### src/rtl/spi_irq_pkg.sv
package spi_irq_pkg;
  localparam int DW = 16;

  localparam logic [1:0] A_STAT = 2'd0;
  localparam logic [1:0] A_EN   = 2'd1;
  localparam logic [1:0] A_FLOW = 2'd2;

  localparam int ST_XFR  = 1;
  localparam int ST_TXE  = 2;
  localparam int ST_TXD  = 3;
  localparam int ST_OVF  = 4;
  localparam int ST_UNF  = 5;
  localparam int ST_CSR  = 13;
  localparam int ST_CSF  = 14;
  localparam int ST_RDY  = 15;

  localparam int EN_TXE  = 14;
  localparam int EN_XFR  = 13;
  localparam int EN_TXD  = 12;
  localparam int EN_RDY  = 11;
  localparam int EN_OVF  = 10;
  localparam int EN_UNF  = 9;
  localparam int EN_CS   = 8;

  localparam logic [DW-1:0] EN_MASK   = 16'h7F00;
  localparam logic [DW-1:0] FLOW_MASK = 16'h0013;
  localparam int FL_POL = 4;
endpackage

### src/rtl/spi_edge_sync.sv
module spi_edge_sync #(
  parameter int W      = 3,
  parameter int STAGES = 2
) (
  input  logic         clk,
  input  logic         rst_n,
  input  logic [W-1:0] din,
  output logic [W-1:0] rise,
  output logic [W-1:0] fall
);
  localparam int CH = STAGES + 1;

  for (genvar i = 0; i < W; i++) begin : g_line
    logic [CH-1:0] sh;
    always_ff @(posedge clk or negedge rst_n) begin
      if (!rst_n) sh <= '0;
      else        sh <= {sh[CH-2:0], din[i]};
    end
    assign rise[i] =  sh[CH-2] & ~sh[CH-1];
    assign fall[i] = ~sh[CH-2] &  sh[CH-1];
  end
endmodule

### src/rtl/spi_sticky_bits.sv
module spi_sticky_bits #(
  parameter int W = 16
) (
  input  logic         clk,
  input  logic         rst_n,
  input  logic [W-1:0] set_v,
  input  logic [W-1:0] clr_v,
  output logic [W-1:0] q
);
  always_ff @(posedge clk or negedge rst_n) begin
    if (!rst_n) q <= '0;
    else        q <= (q & ~clr_v) | set_v;
  end

  // a set bit that is not cleared stays set
  assert_sticky_hold_R3: assert property (@(posedge clk) disable iff (!rst_n)
    (|(q & ~clr_v)) |=> ((q & $past(q & ~clr_v)) == $past(q & ~clr_v)));

  // an event beats a simultaneous clear
  assert_set_wins_R4: assert property (@(posedge clk) disable iff (!rst_n)
    (|set_v) |=> ((q & $past(set_v)) == $past(set_v)));
endmodule

### src/rtl/spi_irq_cfg.sv
module spi_irq_cfg
  import spi_irq_pkg::*;
(
  input  logic          clk,
  input  logic          rst_n,
  input  logic          reg_wr,
  input  logic [1:0]    reg_addr,
  input  logic [DW-1:0] reg_wdata,
  output logic [DW-1:0] en_q,
  output logic [DW-1:0] flow_q
);
  always_ff @(posedge clk or negedge rst_n) begin
    if (!rst_n) begin
      en_q   <= '0;
      flow_q <= '0;
    end else if (reg_wr) begin
      if (reg_addr == A_EN)   en_q   <= reg_wdata & EN_MASK;
      if (reg_addr == A_FLOW) flow_q <= reg_wdata & FLOW_MASK;
    end
  end
endmodule

### src/rtl/spi_irq_status.sv
module spi_irq_status
  import spi_irq_pkg::*;
#(
  parameter int SYNC_STAGES = 2
) (
  input  logic          clk,
  input  logic          rst_n,
  input  logic          reg_wr,
  input  logic [1:0]    reg_addr,
  input  logic [DW-1:0] reg_wdata,
  output logic [DW-1:0] reg_rdata,
  input  logic          slave_mode,
  input  logic          cont_mode,
  input  logic          ev_xfr_done,
  input  logic          ev_tx_empty,
  input  logic          ev_tx_done,
  input  logic          ev_rx_ovf,
  input  logic          ev_tx_unf,
  input  logic          rdy_pin,
  input  logic          miso,
  input  logic          cs_n,
  output logic          irq
);
  localparam int L_RDY = 0;
  localparam int L_MSO = 1;
  localparam int L_CS  = 2;

  logic [DW-1:0] st_q, set_v, clr_v, en_q, flow_q, gate_v;
  logic [2:0]    rise, fall;
  logic          src_on, rdy_edge, cs_ok;

  spi_edge_sync #(.W(3), .STAGES(SYNC_STAGES)) u_sync (
    .clk(clk), .rst_n(rst_n),
    .din({cs_n, miso, rdy_pin}),
    .rise(rise), .fall(fall)
  );

  spi_irq_cfg u_cfg (
    .clk(clk), .rst_n(rst_n), .reg_wr(reg_wr), .reg_addr(reg_addr),
    .reg_wdata(reg_wdata), .en_q(en_q), .flow_q(flow_q)
  );

  assign src_on = flow_q[1];
  assign cs_ok  = en_q[EN_CS] & slave_mode & cont_mode;

  always_comb begin
    if (flow_q[0]) rdy_edge = flow_q[FL_POL] ? rise[L_MSO] : fall[L_MSO];
    else           rdy_edge = flow_q[FL_POL] ? rise[L_RDY] : fall[L_RDY];
  end

  always_comb begin
    set_v         = '0;
    set_v[ST_XFR] = ev_xfr_done;
    set_v[ST_TXE] = ev_tx_empty;
    set_v[ST_TXD] = ev_tx_done;
    set_v[ST_OVF] = ev_rx_ovf;
    set_v[ST_UNF] = ev_tx_unf;
    set_v[ST_CSF] = cs_ok & fall[L_CS];
    set_v[ST_CSR] = cs_ok & rise[L_CS];
    set_v[ST_RDY] = src_on & rdy_edge;
  end

  always_comb begin
    clr_v = (reg_wr && reg_addr == A_STAT) ? reg_wdata : '0;
    clr_v[ST_RDY] = clr_v[ST_RDY] | ~src_on;
  end

  spi_sticky_bits #(.W(DW)) u_st (
    .clk(clk), .rst_n(rst_n), .set_v(set_v), .clr_v(clr_v), .q(st_q)
  );

  always_comb begin
    gate_v         = '0;
    gate_v[ST_XFR] = en_q[EN_XFR];
    gate_v[ST_TXE] = en_q[EN_TXE];
    gate_v[ST_TXD] = en_q[EN_TXD];
    gate_v[ST_OVF] = en_q[EN_OVF];
    gate_v[ST_UNF] = en_q[EN_UNF];
    gate_v[ST_CSF] = en_q[EN_CS];
    gate_v[ST_CSR] = en_q[EN_CS];
    gate_v[ST_RDY] = en_q[EN_RDY];
  end

  always_ff @(posedge clk or negedge rst_n) begin
    if (!rst_n) irq <= 1'b0;
    else        irq <= |(st_q & gate_v);
  end

  always_comb begin
    case (reg_addr)
      A_STAT:  reg_rdata = src_on ? st_q : {1'b0, st_q[DW-2:0]};
      A_EN:    reg_rdata = en_q;
      A_FLOW:  reg_rdata = flow_q;
      default: reg_rdata = '0;
    endcase
  end

  // ready-edge bit is empty one clock after the source is off
  assert_rdy_off_R7: assert property (@(posedge clk) disable iff (!rst_n)
    !src_on |=> !st_q[ST_RDY]);

  // unqualified chip-select edges leave both bits alone
  assert_cs_gate_R8: assert property (@(posedge clk) disable iff (!rst_n)
    (!cs_ok && !st_q[ST_CSR] && !st_q[ST_CSF]) |=> (!st_q[ST_CSR] && !st_q[ST_CSF]));

  // interrupt only follows a pending status bit
  assert_irq_cause_R10: assert property (@(posedge clk) disable iff (!rst_n)
    irq |-> $past(|st_q));

  assert_irq_idle_R10: assert property (@(posedge clk) disable iff (!rst_n)
    !(|st_q) |=> !irq);
endmodule

### config.mk
export PLATFORM = sky130hd
export DESIGN_NAME = spi_irq_status
export DESIGN_NICKNAME = d
export VERILOG_FILES = /design/src/rtl/spi_irq_pkg.sv /design/src/rtl/spi_edge_sync.sv /design/src/rtl/spi_sticky_bits.sv /design/src/rtl/spi_irq_cfg.sv /design/src/rtl/spi_irq_status.sv
export SDC_FILE = /design/constraint.sdc
export NUM_CORES = 1
export LEC_CHECK = 0
export BUFFER_PORTS_ARGS = -buffer_cell sky130_fd_sc_hd__buf_2
export CAP_MARGIN = 10
export CORE_MARGIN = 4
export CORE_UTILIZATION = 35
export CTS_BUF_LIST = sky130_fd_sc_hd__clkbuf_16
export DETAILED_ROUTE_END_ITERATION = 8
export PLACE_DENSITY = 0.68
export RECOVER_POWER = 25
export SYNTH_ARGS = -nofsm -noshare
export SYNTH_HDL_FRONTEND = slang
export SYNTH_SLANG_ARGS = --single-unit
### constraint.sdc
create_clock -name clk -period 1.4 [get_ports clk]
set_clock_uncertainty 0.1 [all_clocks]
set_input_delay 0.14 -clock clk [delete_from_list [all_inputs] [get_ports clk]]
set_output_delay 0.14 -clock clk [all_outputs]
set_load 0.02 [all_outputs]
* After elaboration in Yosys (flattened, before gate mapping)
Index checks and enable logic that the tools add are counted.
** Storage, ports and cells
- Register bits :: 36
- Bits in latches :: 0
- Bits in writable memories :: 0
- Memory bits (read-only) :: 0
- Input port bits :: 31
- Output and inout bits :: 17
- Memories :: 0
** Operators by class
- Add/sub/neg operators :: 0
- Multipliers :: 0
- Div/mod/pow operators :: 0
- $lt $le $gt $ge :: 0
- Equality and inequality tests :: 2
- Shifts and indexed selects :: 0
- Mux-type cells :: 6
- Bitwise gates (word level) :: 23
- Reduce and logical (&&, ||, !) cells :: 5
** Operators by type and width (count)
- one-hot mux 16 bit (3 select lines) :: 1
- AND 16 bit :: 2
- two-way mux 16 bit :: 2
- NOT 16 bit :: 1
- bitwise OR 16 bit :: 1
- OR reduction 16 bit :: 1
- AND 1 bit :: 11
- NOT 1 bit :: 7
- AND reduction 2 bit :: 2
- two-way mux 1 bit :: 3
- equality test 2 x 1 -> 1 bit (second input constant) :: 1
- equality test 2 bit (second input constant) :: 1
- zero test 2 bit :: 1
- logical AND 1 bit :: 1
- bitwise OR 1 bit :: 1

* Depth between registers and ports, before layout
Gate-level depths: netlist (run 1).
- Word-level depth :: 7
- Gate-level depth with buffers :: 5
- Gate-level depth less buffers :: 3

* Hierarchy
From an unflattened synthesis (run 1), not the netlist that was laid out.
** Unflattened totals
- Cell total of the unflattened synthesis :: 193
- Area total of the unflattened synthesis :: 2023.2 um^2
** Modules (own cells, without submodules)
- spi_irq_status :: times used 1, cells an instance 85, area an instance 620.6 um^2
- spi_sticky_bits :: times used 1, cells an instance 48, area an instance 580.6 um^2
- spi_irq_cfg :: times used 1, cells an instance 45, area an instance 559.3 um^2
- spi_edge_sync :: times used 1, cells an instance 15, area an instance 262.8 um^2

* Worst setup path after synthesis (run 1)
Ideal clock, no wire load.
- Path kind :: register -> register
- Start :: register u_cfg.flow_q[4]
- End :: register u_st.q[15]
- Setup time :: 67 ps
- Arrival :: 1096 ps
- Required time :: 1233 ps
- Slack :: 137 ps
- Cell stages (with the launch flop) :: 4
- Buffers on the path :: 0
- Clock period less this slack :: 1263 ps
- Cell sequence :: dfrtp_1 or3b_2 a21oi_1 a311o_1
** Between the ends
- Longest elaborated chain between the ends :: 4
** RTL lines
- from (decl) :: RTL line spi_irq_cfg.sv:10 : output logic [DW-1:0] flow_q
- from (signal assigned) :: RTL line spi_irq_cfg.sv:18 : if (reg_addr == A_FLOW) flow_q <= reg_wdata & FLOW_MASK;
- two-way mux 1 bit (on tied branches) :: RTL line spi_irq_status.sv:48, spi_irq_status.sv:47
- two-way mux 1 bit * :: RTL line spi_irq_status.sv:47 : if (flow_q[0]) rdy_edge = flow_q[FL_POL] ? rise[L_MSO] : fall[L_MSO];
- AND 1 bit * :: RTL line spi_irq_status.sv:60 : set_v[ST_RDY] = src_on & rdy_edge;
- bitwise OR 16 bit * :: RTL line spi_sticky_bits.sv:12 : else q <= (q & ~clr_v) | set_v;
- to (signal assigned) :: RTL line spi_sticky_bits.sv:12
- to (decl) :: RTL line spi_sticky_bits.sv:8 : output logic [W-1:0] q
Mark *: on every way between the ends. The rest lies on a longest branch, timed or not.
A chain may end at the register's enable or synchronous reset.

* Worst setup path in the final report (run 1)
- Start :: register u_cfg.flow_q[4]
- End :: output reg_rdata[4]
** Between the ends
- Longest elaborated chain between the ends :: 1
** RTL lines
- one-hot mux 16 bit (3 select lines) :: RTL line spi_irq_status.sv:90 : case (reg_addr)
- to (decl) :: RTL line spi_irq_status.sv:11 : output logic [DW-1:0] reg_rdata,
No other way between the ends.

==> results of run 1 <==
-- metal layers --
| layer | wire length [um] | part of all wire (%) |
|---|---|---|
| met1 | 1560 | 43 |
| met2 | 1850 | 51 |
| met3 | 188 | 5.1 |
| met4 | 51 | 1.4 |
| met5 | 0 | 0 |
-- worst max-delay path, cell delays in order (launching register included) --
cell and delay (ns):
dfrtp_1 0.37, buf_4 0.15, mux2i_1 0.13, nor2_1 0.05, buf_2 0.15
-- layout make-up --
cell class              instances  area share, %
multi-input cells              78           26.5
well taps                      50           2.86
clock buffers                   5           5.72
repair buffers                 73           21.6
clock inverters                 3           1.72
inverters                       2          0.343
flip-flops and latches         36           41.2
-- sequential cells by signal (all words and copies together) (netlist names) --
register	count
u_st.q	16
u_cfg.en_q	7
u_sync.g_line.sh	9
u_cfg.flow_q	3
irq	1
-- cell usage after synthesis, types with 2 or more instances --
| library cell | n | share of area [%] |
|---|---|---|
| a21boi_0 | 8 | 4.0 |
| a21o_1 | 5 | 2.5 |
| a21oi_1 | 2 | 0.66 |
| a32o_1 | 2 | 1.3 |
| and2_1 | 5 | 2.1 |
| buf_2 | 2 | 0.66 |
| buf_6 | 2 | 1.5 |
| dfrtp_1 | 36 | 59 |
| inv_1 | 2 | 0.50 |
| mux2_2 | 10 | 7.4 |
| mux2i_1 | 10 | 6.6 |
| nand2_1 | 9 | 2.2 |
| nand2b_1 | 2 | 0.82 |
| nand3b_1 | 2 | 0.99 |
| nor2_1 | 11 | 2.7 |
-- kinds of logic after synthesis --
family                 Yosys count  synth area share (%)
DFF                             36                  59.4
AOI/OAI and AO/OA               23                  11.5
and+or+nand+nor                 35                  12.5
muxes                           20                  14.0
buffers and inverters            6                  2.64
-- repair_timing --
action,in CTS,in global routing
endpoints found under the setup margin,0,2
gates resized for setup,0,1
hold buffers,17,0
hold endpoints to repair,34,0
buffers inserted,0,1
-- worst min-delay path by stage --
| stage | start | endpoint | slack, ns | cells past startpoint |
|---|---|---|---|---|
| 6_report | reg_wdata[4] | u_cfg.flow_q[4] | 0.03 | 2 |
| 5_1_grt | reg_wdata[4] | u_cfg.flow_q[4] | 0.02 | 2 |
| 4_1_cts | reg_wdata[4] | u_cfg.flow_q[4] | 0.02 | 2 |
| 3_5_place_dp | rst_n | u_sync.g_line[1].sh[0] | 0.005 | 1 |
| 3_3_place_gp | rst_n | u_sync.g_line[1].sh[0] | -0.01 | 1 |
| 2_1_floorplan | rst_n | irq | -0.26 | 0 |
-- stage by stage --
step                std cells  worst slack (ns)
floorplan                 120             0.137
global placement          221             0.160
detailed placement        221             0.111
CTS                       246          0.000411
global route              247           -0.0271
finish                    247            0.0353
-- power by group --
part | switching [mW] | internal (mW) | total [mW] | leakage [nW]
Clock | 0.383 | 0.826 | 1.21 | 0.0789
Combinational | 0.208 | 0.232 | 0.440 | 0.553
Sequential | 0.0734 | 1.14 | 1.21 | 0.428
==> results_dict.tcl, run 1 <==
set metrics [dict create \
    fillers 348 \
    fp.dieArea_sq_um 5450 \
    use_met3_pct 4.92 \
    ios 48 \
    p_total_mw 2.86 \
    ys_warn_count 0 \
    final_util_pct 53.5 \
    clock-sinks 36 \
    layout_commonest_cell "buf_2" \
    htree_num_levels 2 \
    synthToLayoutAreaGrowth_pct 44.2 \
    via_count 1203 \
    insertion_delay_ns 0.27 \
    ys.flop_type "dfrtp_1" \
    numPortBuffers 47 \
    postSynthNetCount 151 \
    drv_cap 0 \
    timing.final.crit_share_pct 97.5 \
    slew_headroom_pct 68.8 \
    finalHoldViolCount 0 \
    grt_max_degree 20 \
    n_antenna_cell 0 \
    hold_path_class "primary input to register" \
    cts-buffers-inserted 5 \
    ir_drop_v 0.000726 \
    synthCells 120 \
    start_kind "register" \
    ys_seq_elements 36 \
    path_class "register to output pin" \
    crit_start "u_cfg.flow_q[4]" \
    clk_path_buf_depth 2 \
    tightest_slew_ns 0.467 \
    timing.setup.tns_ns 0 \
    final.min_clock_period_ns 1.36 \
    grtUsageMet2_pct 25.3 \
    start_util_pct 37.1 \
    cts_tree "built" \
    slew_violations 0 \
    crit_path_end_kind "output pin" \
    finalWeightedCongestion 0.799 \
    grt_usage_pct 15.0 \
    clockRootBuffer "clkbuf_16" \
    r2r_cells 3 \
    placed_cell_area_sq_um 1840 \
    drc 0 \
    r2r_end "u_st.q[15]" \
    fin_area_sq_um 2190 \
    power_density_nw_per_um2 1310 \
    syn_avg_cell_area_sq_um 12.6 \
    drive_above_1_share_pct 38.6 \
    finalSetupViolCount 0 \
    critPathArrivalTime_ns 1.12 \
    grt_pass1_vias 1303 \
    grt_busiest_layer "met2" \
    r2r_start "u_cfg.flow_q[4]" \
    async_flop_share_pct 100 \
    cp.required_ns 1.16 \
    synth_cell_types 27 \
    grt.met1_usage_pct 17.7 \
    leakagePower_nw 1.06 \
    rows 23 \
    die_y_um 73.8 \
    ant_nets 0 \
    grt_pass1_wl_um 6190 \
    viasPerCell 4.87 \
    yosysSeqAreaShare_pct 59.4 \
    nNetsFinal 227 \
    multi_input_area_sq_um 581 \
    grt_overflow 0 \
    wl_per_cell_um 14.8 \
    reg2reg_slack_ns 0.10 \
    synth_edf_count 0 \
    synth_area_sq_um 1520 \
    fp.dieW_um 73.8 \
    routed_wirelength_um 3650 \
    fmaxAchievable_mhz 733 \
    layout_common_cells "buf_2, dfrtp_1, dlygate4sd3_1" \
    first_iter_violations 55 \
    status "finished, final reports clean" \
    timing.hold.ws_ns 0.0252 \
    rsz0062_at_grt "yes" \
    seq_area_sq_um 901 \
    crit_end "reg_rdata[4]" \
    drt_first_pass_iters 4 \
    hpwl_um 2690 \
    grt_antenna_before_repair 0 \
    path_clk_slew_ns 0.05 \
    crit_fanout 5 \
    coreArea_sq_um 4090 \
]
No activity file was read; power rests on OpenSTA's default activity.
==> run 2, diff against run 1 <==
- CTS_CLUSTER_DIAMETER: not set -> 150
- PLACE_DENSITY: 0.68 -> not set
- REMOVE_ABC_BUFFERS: not set -> 1
==> results_dict.tcl, run 2 (synthesis results as in run 1) <==
set metrics [dict create \
    grt_overflow 0 \
    crit_fanout 5 \
    grt_antenna_before_repair 0 \
    cpPeakStageDelay_ns 0.37 \
    drt_first_pass_iters 4 \
    hpwl_um 2760 \
    die_y_um 73.8 \
    drive_above_1_share_pct 36.2 \
    setup_slack_ns 0.0382 \
    nNetsFinal 226 \
    insertion_delay_ns 0.27 \
    clock-sinks 36 \
    coreArea_sq_um 4090 \
    start_util_pct 37.1 \
    fp.dieArea_sq_um 5450 \
    slew_violations 0 \
    ios 48 \
    grt_pass1_vias 1253 \
    power_density_nw_per_um2 1230 \
    crit_chain "buf_4, mux2i_1, nor2_1, buf_2" \
    cts_tree "built" \
    layout_common_cells "buf_2, dfrtp_1, dlygate4sd3_1" \
    clk_path_buf_depth 2 \
    htree_num_levels 2 \
    cts_setup_buffers 0 \
    n_antenna_cell 0 \
    fmaxAchievable_mhz 734 \
    fp.dieW_um 73.8 \
    p_total_mw 2.65 \
    first_iter_violations 34 \
    grt_pass1_wl_um 5750 \
    ir_drop_v 0.000747 \
    fillers 376 \
    start_kind "register" \
    numPortBuffers 47 \
    rows 23 \
    reg_top3 "u_st.q x16, u_sync.g_line.sh x9, u_cfg.en_q x7" \
    hold_path_class "primary input to register" \
    path_class "register to output pin" \
    finalSetupViolCount 0 \
    crit_path_end_kind "output pin" \
    finalWeightedCongestion 0.742 \
    leakagePower_nw 1.05 \
    cts-buffers-inserted 5 \
    largest_reg_flops 16 \
    clockRootBuffer "clkbuf_16" \
    cp.required_ns 1.16 \
    status "finished, final reports clean" \
    final.min_clock_period_ns 1.36 \
    path_clk_slew_ns 0.05 \
    grt_usage_pct 14.2 \
    grt_max_degree 20 \
    slew_headroom_pct 67.3 \
    timing.final.crit_share_pct 97.3 \
    viasPerCell 4.74 \
    rsz0062_at_grt "yes" \
    crit_slowest_cell "dfrtp_1" \
    post-place-ws_ns 0.0988 \
    ant_nets 0 \
    drv_cap 0 \
    via_count 1165 \
    drc 0 \
    wl_per_cell_um 14.3 \
    layout_commonest_cell "buf_2" \
    finalHoldViolCount 0 \
    tightest_slew_ns 0.491 \
    critPathArrivalTime_ns 1.12 \
    largest-register "u_st.q" \
    synthToLayoutAreaGrowth_pct 42.3 \
    routed_wirelength_um 3510 \
]
run 2: changes by cell type in the layout (fill, tap and decap cells not counted):
cell and change:
buf_12 +1, inv_1 +2, nor3_1 +1, clkbuf_1 +2, nor3_2 -1, clkinv_1 -1, bufinv_16 -1, buf_2 -2
buf_4 -2
run 2: worst max-delay path, delay by kind of cell (launching register included):
kind | cells | cell delay, ns
DFF | 1 | 0.37
buffers and inverters | 2 | 0.30
muxes | 1 | 0.13
and+or+nand+nor | 1 | 0.05
run 2: path summary, 6_finish.rpt:
kind / startpoint / endpoint / slack [ns] / cells after the start
max: u_cfg.flow_q[4] / reg_rdata[4] / 0.04 / 4
min: reg_wdata[14] / u_cfg.en_q[14] / 0.02 / 2
max reg2reg: u_sync.g_line[0].sh[1] / u_st.q[15] / 0.09 / 3
min reg2reg: u_sync.g_line[1].sh[0] / u_sync.g_line[1].sh[1] / 0.25 / 0
max in group asynchronous: rst_n / u_st.q[14] / 0.48 / 3
min in group asynchronous: rst_n / u_sync.g_line[0].sh[0] / 0.26 / 2
run 2: per-layer routing:
metal	part of all wire (%)	vias up	GRT usage (%)
met4	0.77	0	4.83
met1	41	569	16.5
met2	54	19	24.4
li1	-	573	-
met3	4.4	4	4.65
met5	0	-	0
run 2: where the power goes:
part           internal (mW)  switching [mW]  total [mW]  leakage (nW)
clock network          0.638           0.371        1.01        0.0738
logic                  0.228           0.199       0.426         0.546
registers               1.14          0.0742        1.21         0.428
run 2: cell type report:
class / instances / area, sq um / area share (%)
inverter: 2 / 7.51 / 0.348
clock buffer: 5 / 125 / 5.80
sequential: 36 / 901 / 41.7
multi-input combinational: 78 / 576 / 26.7
tap: 50 / 62.6 / 2.90
clock inverter: 3 / 11.3 / 0.522
timing repair buffer: 72 / 475 / 22.0
run 2: through the flow:
step | TNS, ns | std cells | util (%) | hold WS, ns | cell area [sq um]
floorplan | 0 | 116 | - | -0.256 | 1480
global placement | 0 | 221 | 45.4 | 0.0124 | 1850
detailed placement | 0 | 221 | 45.4 | 0.0126 | 1850
CTS | 0 | 246 | 52.9 | 0.0183 | 2160
global route | -0.0427 | 246 | 52.8 | 0.0192 | 2160
finish | 0 | 246 | 52.8 | 0.0244 | 2160
run 2: what timing repair did:
| action | in CTS | in global routing |
|---|---|---|
| hold buffers | 17 | 0 |
| gates resized for setup | 0 | 0 |
| endpoints found under the hold margin | 34 | 0 |
| setup endpoints to repair | 0 | 1 |
==> run 3, diff against run 2 <==
- CORE_UTILIZATION: 35 -> 39
==> results_dict.tcl, run 3 (synthesis results as in run 1) <==
set metrics [dict create \
    status "finished, final reports clean" \
    p_comb_share_pct 15.7 \
    crit_path_end_kind "register" \
    grt_antenna_before_repair 0 \
    ios 48 \
    synthToLayoutAreaGrowth_pct 41.8 \
    die_y_um 70.4 \
    timing.setup.tns_ns 0 \
    rows 22 \
    placed_cell_area_sq_um 1840 \
    grt_pass1_wl_um 5860 \
    fp.dieW_um 70.4 \
    cts-buffers-inserted 5 \
    n_antenna_cell 0 \
    pwr-share-clk_pct 38.2 \
    insertion_delay_ns 0.27 \
    r2r_start "u_cfg.flow_q[4]" \
    crit_start "u_cfg.flow_q[4]" \
    numPortBuffers 47 \
    setup_slack_ns 0.0613 \
    layout_common_cells "buf_2, dfrtp_1, dlygate4sd3_1" \
    final.min_clock_period_ns 1.34 \
    path_clk_slew_ns 0.05 \
    p_seq_share_pct 46.1 \
    largest_reg_flops 16 \
    fillers 323 \
    p_switching_mw 0.644 \
    grt_pass1_vias 1219 \
    finalHoldViolCount 0 \
    critPathArrivalTime_ns 1.45 \
    final_cell_count_no_fill 243 \
    dp.cells 218 \
    cts_resized 0 \
    clock-sinks 36 \
    fin_area_sq_um 2150 \
    power_density_nw_per_um2 1230 \
    slew_violations 0 \
    grt_usage_pct 15.4 \
    first_iter_violations 34 \
    fmaxAchievable_mhz 747 \
    cts_tree "built" \
    nNetsFinal 225 \
    timing.hold.ws_ns 0.0166 \
    grt_max_degree 21 \
    wl_per_cell_um 14.4 \
    timing.final.crit_share_pct 95.6 \
    tightest_slew_ns 0.474 \
    clockRootBuffer "clkbuf_16" \
    leakagePower_nw 1.05 \
    post-place-ws_ns 0.0789 \
    fp.dieArea_sq_um 4950 \
    viasPerCell 4.89 \
    ant_nets 0 \
    hpwl_um 2670 \
    path_class "register to register" \
    drv_cap 0 \
    clk_path_buf_depth 2 \
    start_kind "register" \
    finalWeightedCongestion 0.775 \
    final_util_pct 57.9 \
    drc 0 \
    finalSetupViolCount 0 \
    cts_setup_buffers 0 \
    drive_above_1_share_pct 36.9 \
    hp-start "reg_wdata[13]" \
    drt_first_pass_iters 4 \
    routed_wirelength_um 3500 \
    rsz0062_at_grt "no" \
    htree_num_levels 2 \
    coreArea_sq_um 3720 \
    slew_headroom_pct 68.4 \
    cts_hold_buf 17 \
    via_count 1189 \
    sw_frac_of_total_pct 24.4 \
    ir_drop_v 0.000649 \
    cp.required_ns 1.51 \
    crit_fanout 6 \
    p_total_mw 2.64 \
    layout_commonest_cell "buf_2" \
    p_int_mw 2.00 \
    largest-register "u_st.q" \
    grt_overflow 0 \
    hold_path_class "primary input to register" \
    start_util_pct 40.8 \
    reg_top3 "u_st.q x16, u_sync.g_line.sh x9, u_cfg.en_q x7" \
]
[run 3: changes by cell type in the layout (fill, tap and decap cells not counted), sizes merged]
cell / previous run / this run
clkbuf: 8 / 6
buf: 52 / 53
[run 3: cell type report]
class	instances	area [sq um]	area share [%]
well taps	48	60.1	2.79
clock buffers	5	125	5.82
inverters	2	7.51	0.349
multi-input cells	78	576	26.8
flip-flops and latches	36	901	41.9
clock inverters	3	11.3	0.524
repair buffers	71	470	21.9
[run 3: worst max-delay path, stage by stage, from the launching register on]
cell and delay [ns]:
dfrtp_1 0.41, or3b_2 0.47, a21oi_1 0.16, a311o_1 0.13
[run 3: layer usage]
| layer | part of all wire [%] | wire, um | global-route usage [%] | vias to the layer above |
|---|---|---|---|---|
| li1 | - | - | - | 574 |
| met1 | 46 | 1610 | 20.1 | 567 |
| met2 | 46 | 1600 | 22.5 | 44 |
| met3 | 7.2 | 251 | 5.90 | 4 |
| met4 | 1.1 | 40 | 7.23 | 0 |
| met5 | 0 | 0 | 0 | - |
[run 3: path summary, 6_finish.rpt]
path,slack [ns],cells after the start,end
setup / recovery,0.06,3,u_st.q[15]
hold / removal,0.02,2,u_cfg.en_q[13]
setup reg to reg,0.06,3,u_st.q[15]
hold reg to reg,0.25,0,u_sync.g_line[2].sh[1]
max in group asynchronous,0.48,3,u_st.q[9]
min in group asynchronous,0.26,2,irq
[run 3: power by group through the flow]
stage                     sequential (mW)  combinational (mW)  clock, mW
after floorplan                      1.21               0.218          0
after global placement               1.23               0.375          0
after detailed placement             1.24               0.385          0
after CTS                            1.22               0.423       1.04
after global routing                 1.24               0.458       1.09
final                                1.22               0.415       1.01
